==> src/rtl/pwm_pkg.sv <==
package pwm_pkg;
  typedef enum logic [1:0] {
    OP_LDL = 2'b00,
    OP_LDR = 2'b01,
    OP_STL = 2'b10,
    OP_STR = 2'b11
  } op_e;

  typedef enum logic [1:0] {
    ST_IDLE  = 2'b00,
    ST_READ  = 2'b01,
    ST_WRITE = 2'b10
  } state_e;
endpackage

==> src/rtl/pwm_lane_merge.sv <==
module pwm_lane_merge
  import pwm_pkg::*;
#(
  parameter int LANES  = 4,
  parameter int BYTE_W = 8,
  localparam int OFS_W  = $clog2(LANES),
  localparam int WORD_W = LANES * BYTE_W
) (
  input  op_e               op_i,
  input  logic [OFS_W-1:0]  ofs_i,
  input  logic [WORD_W-1:0] reg_i,
  input  logic [WORD_W-1:0] mem_i,
  output logic [WORD_W-1:0] res_o
);
  localparam int TOP = LANES - 1;

  for (genvar i = 0; i < LANES; i++) begin : g_lane
    logic [BYTE_W-1:0] lane;
    always_comb begin
      int k;
      k = int'(ofs_i);
      lane = reg_i[i*BYTE_W +: BYTE_W];
      unique case (op_i)
        // left load: top k+1 lanes come from memory low bytes
        OP_LDL: if (i >= TOP - k) lane = mem_i[(i - (TOP - k))*BYTE_W +: BYTE_W];
        // right load: low lanes come from memory starting at byte k
        OP_LDR: if (i <= TOP - k) lane = mem_i[(i + k)*BYTE_W +: BYTE_W];
        // left store: low k+1 lanes come from register high bytes
        OP_STL: lane = (i <= k) ? reg_i[(i + TOP - k)*BYTE_W +: BYTE_W]
                                : mem_i[i*BYTE_W +: BYTE_W];
        // right store: lanes from k upward come from register low bytes
        OP_STR: lane = (i >= k) ? reg_i[(i - k)*BYTE_W +: BYTE_W]
                                : mem_i[i*BYTE_W +: BYTE_W];
        default: lane = reg_i[i*BYTE_W +: BYTE_W];
      endcase
    end
    assign res_o[i*BYTE_W +: BYTE_W] = lane;
  end
endmodule

==> src/rtl/pwm_ctrl.sv <==
module pwm_ctrl
  import pwm_pkg::*;
#(
  parameter int ADDR_W = 32,
  parameter int WORD_W = 32,
  parameter int OFS_W  = 2
) (
  input  logic              clk_i,
  input  logic              rst_ni,
  input  logic              req_valid_i,
  input  op_e               req_op_i,
  input  logic [ADDR_W-1:0] req_addr_i,
  input  logic [WORD_W-1:0] reg_val_i,
  input  logic              fwd_valid_i,
  input  logic [WORD_W-1:0] fwd_data_i,
  output state_e            state_o,
  output op_e               op_o,
  output logic [OFS_W-1:0]  ofs_o,
  output logic [ADDR_W-1:0] addr_o,
  output logic [WORD_W-1:0] regv_o
);
  state_e state_q;

  always_ff @(posedge clk_i or negedge rst_ni) begin
    if (!rst_ni) begin
      state_q <= ST_IDLE;
      op_o    <= OP_LDL;
      ofs_o   <= '0;
      addr_o  <= '0;
      regv_o  <= '0;
    end else begin
      unique case (state_q)
        ST_IDLE: if (req_valid_i) begin
          state_q <= ST_READ;
          op_o    <= req_op_i;
          ofs_o   <= req_addr_i[OFS_W-1:0];
          addr_o  <= {req_addr_i[ADDR_W-1:OFS_W], {OFS_W{1'b0}}};
          regv_o  <= fwd_valid_i ? fwd_data_i : reg_val_i;
        end
        ST_READ:  state_q <= op_o[1] ? ST_WRITE : ST_IDLE;
        ST_WRITE: state_q <= ST_IDLE;
        default:  state_q <= ST_IDLE;
      endcase
    end
  end

  assign state_o = state_q;
endmodule

==> src/rtl/partial_word_merger.sv <==
module partial_word_merger
  import pwm_pkg::*;
#(
  parameter int ADDR_W = 32,
  parameter int LANES  = 4,
  parameter int BYTE_W = 8,
  localparam int WORD_W = LANES * BYTE_W,
  localparam int OFS_W  = $clog2(LANES)
) (
  input  logic              clk_i,
  input  logic              rst_ni,
  input  logic              req_valid_i,
  input  logic [1:0]        req_op_i,
  input  logic [ADDR_W-1:0] req_addr_i,
  input  logic [WORD_W-1:0] reg_val_i,
  input  logic              fwd_valid_i,
  input  logic [WORD_W-1:0] fwd_data_i,
  output logic              busy_o,
  output logic              mem_rd_o,
  output logic              mem_wr_o,
  output logic [ADDR_W-1:0] mem_addr_o,
  input  logic [WORD_W-1:0] mem_rdata_i,
  output logic [WORD_W-1:0] mem_wdata_o,
  output logic              load_valid_o,
  output logic [WORD_W-1:0] load_data_o
);
  state_e            state;
  op_e               op_q;
  logic [OFS_W-1:0]  ofs_q;
  logic [WORD_W-1:0] regv_q;
  logic [WORD_W-1:0] merged;
  logic [WORD_W-1:0] wdata_q;

  pwm_ctrl #(.ADDR_W(ADDR_W), .WORD_W(WORD_W), .OFS_W(OFS_W)) i_ctrl (
    .clk_i       (clk_i),
    .rst_ni      (rst_ni),
    .req_valid_i (req_valid_i),
    .req_op_i    (op_e'(req_op_i)),
    .req_addr_i  (req_addr_i),
    .reg_val_i   (reg_val_i),
    .fwd_valid_i (fwd_valid_i),
    .fwd_data_i  (fwd_data_i),
    .state_o     (state),
    .op_o        (op_q),
    .ofs_o       (ofs_q),
    .addr_o      (mem_addr_o),
    .regv_o      (regv_q)
  );

  pwm_lane_merge #(.LANES(LANES), .BYTE_W(BYTE_W)) i_merge (
    .op_i  (op_q),
    .ofs_i (ofs_q),
    .reg_i (regv_q),
    .mem_i (mem_rdata_i),
    .res_o (merged)
  );

  always_ff @(posedge clk_i or negedge rst_ni) begin
    if (!rst_ni) begin
      load_valid_o <= 1'b0;
      load_data_o  <= '0;
      wdata_q      <= '0;
    end else begin
      load_valid_o <= (state == ST_READ) && !op_q[1];
      if (state == ST_READ && !op_q[1]) load_data_o <= merged;
      if (state == ST_READ &&  op_q[1]) wdata_q     <= merged;
    end
  end

  assign busy_o      = (state != ST_IDLE);
  assign mem_rd_o    = (state == ST_READ);
  assign mem_wr_o    = (state == ST_WRITE);
  assign mem_wdata_o = wdata_q;
endmodule

==> config.mk <==
export PLATFORM = sky130hd
export DESIGN_NAME = partial_word_merger
export DESIGN_NICKNAME = d
export VERILOG_FILES = /design/src/rtl/pwm_pkg.sv /design/src/rtl/pwm_lane_merge.sv /design/src/rtl/pwm_ctrl.sv /design/src/rtl/partial_word_merger.sv
export SDC_FILE = /design/constraint.sdc
export NUM_CORES = 1
export LEC_CHECK = 0
export ABC_AREA = 1
export BUFFER_PORTS_ARGS = -buffer_cell sky130_fd_sc_hd__buf_2
export CORE_UTILIZATION = 54
export CTS_CLUSTER_SIZE = 12
export DETAILED_ROUTE_END_ITERATION = 10
export GPL_TIMING_DRIVEN = 1
export PLACE_DENSITY = 0.81
export SKIP_CTS_REPAIR_TIMING = 1
export SLEW_MARGIN = 20
export SYNTH_ARGS = -nofsm -noshare
export SYNTH_HDL_FRONTEND = slang
export SYNTH_SLANG_ARGS = --single-unit
export TNS_END_PERCENT = 50
==> constraint.sdc <==
create_clock -name clk_i -period 2.85 [get_ports clk_i]
set_input_delay 0.285 -clock clk_i [delete_from_list [all_inputs] [get_ports clk_i]]
set_output_delay 0.285 -clock clk_i [all_outputs]
set_load 0.03 [all_outputs]
==> metrics.txt <==
worst reg2reg path startpoint=i_ctrl.ofs_o[1]; post-synthesis compound-gate area fraction=12.6%; Highest Signal Layer=met5; Hold Path Class=input port to flip-flop; most common cell in the netlist=nand2_1; Initial Utilization=a little under three fifths; largest net degree at the start of global routing=82; adder-cell area share of the yosys netlist=0.836%; post-route antenna net violation count=0; # setup viols final=0; ratio of cells with drive above 1 in the final layout=around a fifth; first-pass GRT wire length=roughly 52000 microns; routed wl met2=14300 microns; Area Overhead vs Synth=21.1%; Worst-path clk slew=around 0.070 ns; Finished Layout Cells=roughly 1900; GR Overflow Total=0; hold endpoint=i_ctrl.addr_o[18]; CTS tree=done; main area contributors after synthesis=dfrtp_1 (37%), nand2_1 (26%), nand3_1 (9.9%); port bufs=231; post-synthesis cell count=roughly 1400; final WL=34100 microns; Max Cap Viol=0; Avg Vias per Cell=approximately 5.7; Worst Setup Path Type=flip-flop to flip-flop; Clk Tree Root Cell=clkbuf_16; RePlAce Congestion=approximately 1.0; status=finished, final reports clean; Setup Skew=approximately 0.0085 ns; sequential area share after synthesis=between 30 and 40%; Yosys cell types=26; Routed met1 length=between 10000 and 15000 microns; wire per inst=around 18 microns; syn avg cell area=~6.3 sq um; # H-tree levels=4; row count=46; number of synthesized flops with an enable pin=0; flop2flop setup slack=approximately 0.36 ns; # placed instances=between 1500 and 2000; top cell type's share of synthesized area=between 30 and 40%; detailed-routed wire length on met3=approximately 4500 microns; Hold Vio Cnt, Final=0; RR Endpoint=load_data_o[10]; CORE AREA=0.0161 sq mm; drt initial violations=~1400; GRT Total Usage=41.2%; xor and xnor area share after synthesis=0%; Pleak=slightly above 6 nW; slew of the pin with the lowest slew margin=1.05 ns; Max-slew headroom=~30%; CTS sink cnt=133; R2R depth=8; Post-synth top flop=dfrtp_1; Final HPWL DP=roughly 25000 microns; synth cell count leaders=nand2_1 (630), nand3_1 (178), dfrtp_1 (133); Fin Hold WS=~0.04 ns; Worst IR Drop VDD=~0.00055 V; Remaining DRCs=0; CTS Buffer Depth=2; I/O pin cnt=around 230; Vert. Die Dim=131 microns; number of buffers created by CTS=17; combinational family with the most area after synthesis=simple AND/OR/NAND/NOR gates; Synthesis Warnings=0; Yosys top cell by area=dfrtp_1; Crit Path Max Fanout=26; die width=131 microns; Post-Synth Simple-Gate Area=around 40%; Final period util=87.4%; post-layout net count=around 1800; asr flop ratio synth=100%; Crit. End Element=flip-flop; critical path arrival=around 2.8 ns; worst skew pair latency=0.43 ns; WP data required=roughly 3.2 ns; final max-slew violation count=0; hold_sp=req_addr_i[18]; post-synthesis register bit count=roughly 130; RSZ-0062 raised after global routing=no; WHS Path Cells=3; vias in the first global route=9478; Synth Cell Area=0.00898 sq mm; CP startpoint kind=flip-flop; # diodes=0; crit path time final=2.49 ns; Pwr Total=0.0114 W; PwrDens=1050 mW/mm^2; Pre-antenna DRT Iters=6; multiplexer share of the synthesized area=0%; via count=about 10000; Die ar.=0.0172 sq mm; Final Util=between 60% and 70%; initial antenna violation count=1; Max Clk Rate=roughly 400 MHz; Fin Setup TNS=0 ns
## per-stage QoR
step           worst slack (ns)  instance area, sq um
2_1_floorplan             0.846                  8990
3_5_place_dp              0.482                 10200
6_report                  0.359                 10900
5_1_grt                   0.211                 10900
3_3_place_gp              0.539                 10200
4_1_cts                   0.460                 10900
## how the worst max path moves through the flow
stage                          startpoint         endpoint  cells past startpoint
final                     i_ctrl.ofs_o[1]  load_data_o[10]                      8
after global routing      i_ctrl.ofs_o[1]  load_data_o[15]                     10
after CTS                 i_ctrl.ofs_o[1]  load_data_o[10]                     10
after global placement    i_ctrl.ofs_o[1]  mem_wdata_o[10]                      8
after detailed placement  i_ctrl.ofs_o[1]  load_data_o[10]                     10
after floorplan           i_ctrl.ofs_o[1]   load_data_o[2]                     13
## layout make-up
type | instances | area, sq um
Fill cell | 1472 | 5180
Multi-Input combinational cell | 1103 | 4830
Clock inverter | 15 | 201
Timing Repair Buffer | 264 | 1440
Clock buffer | 17 | 425
Tap cell | 216 | 270
Sequential cell | 133 | 3330
Inverter | 102 | 383
## placed cells by master, fill, tap and decap left out, types with 6 or more instances in the layout
cell and n:
nand4_1 9, ha_1 6, nand3_1 178, inv_8 8
nand2_1 630, o211ai_1 34, a21oi_1 66, o21ai_0 74
buf_2 230, inv_2 12, nor2_1 62, o21ai_1 24
inv_1 88, buf_4 30, clkbuf_16 17, dfrtp_1 132
## where the power goes
part	internal [W]	leakage (nW)	switching (W)
clock	0.00135	0.310	0.00100
combinational	0.00165	4.14	0.00429
sequential	0.00256	1.64	0.000562
total	0.00556	6.09	0.00585
## cells by family after synthesis
logic type,after synthesis
AO/OA/AOI/OAI,205
adder cells (fa/ha/maj),6
buffers and inverters,193
flip-flops,133
other,1
AND/OR/NAND/NOR,890
## registers in the layout, indices dropped and copies added, names as in the netlist
name	flops
i_ctrl.addr_o	30
i_ctrl.ofs_o	2
load_data_o	32
i_ctrl.state_o	2
i_ctrl.regv_o	32
load_valid_o	1
mem_wdata_o	32
i_ctrl.op_o	2
## worst max-delay path: stages, from the launching register on
cell and delay (ns):
dfrtp_1 0.45, buf_4 0.24, ha_1 0.21, inv_1 0.76
nand2_1 0.16, o21ai_1 0.18, nand4_1 0.21, nand2_1 0.11
nand2_1 0.07
## layer usage
metal,up-vias,track usage (%)
li1,4970,-
met3,117,13.1
met5,-,0
met1,4670,56.2
met4,2,18.9
met2,731,59.2
(Power assumes the default switching activity.)
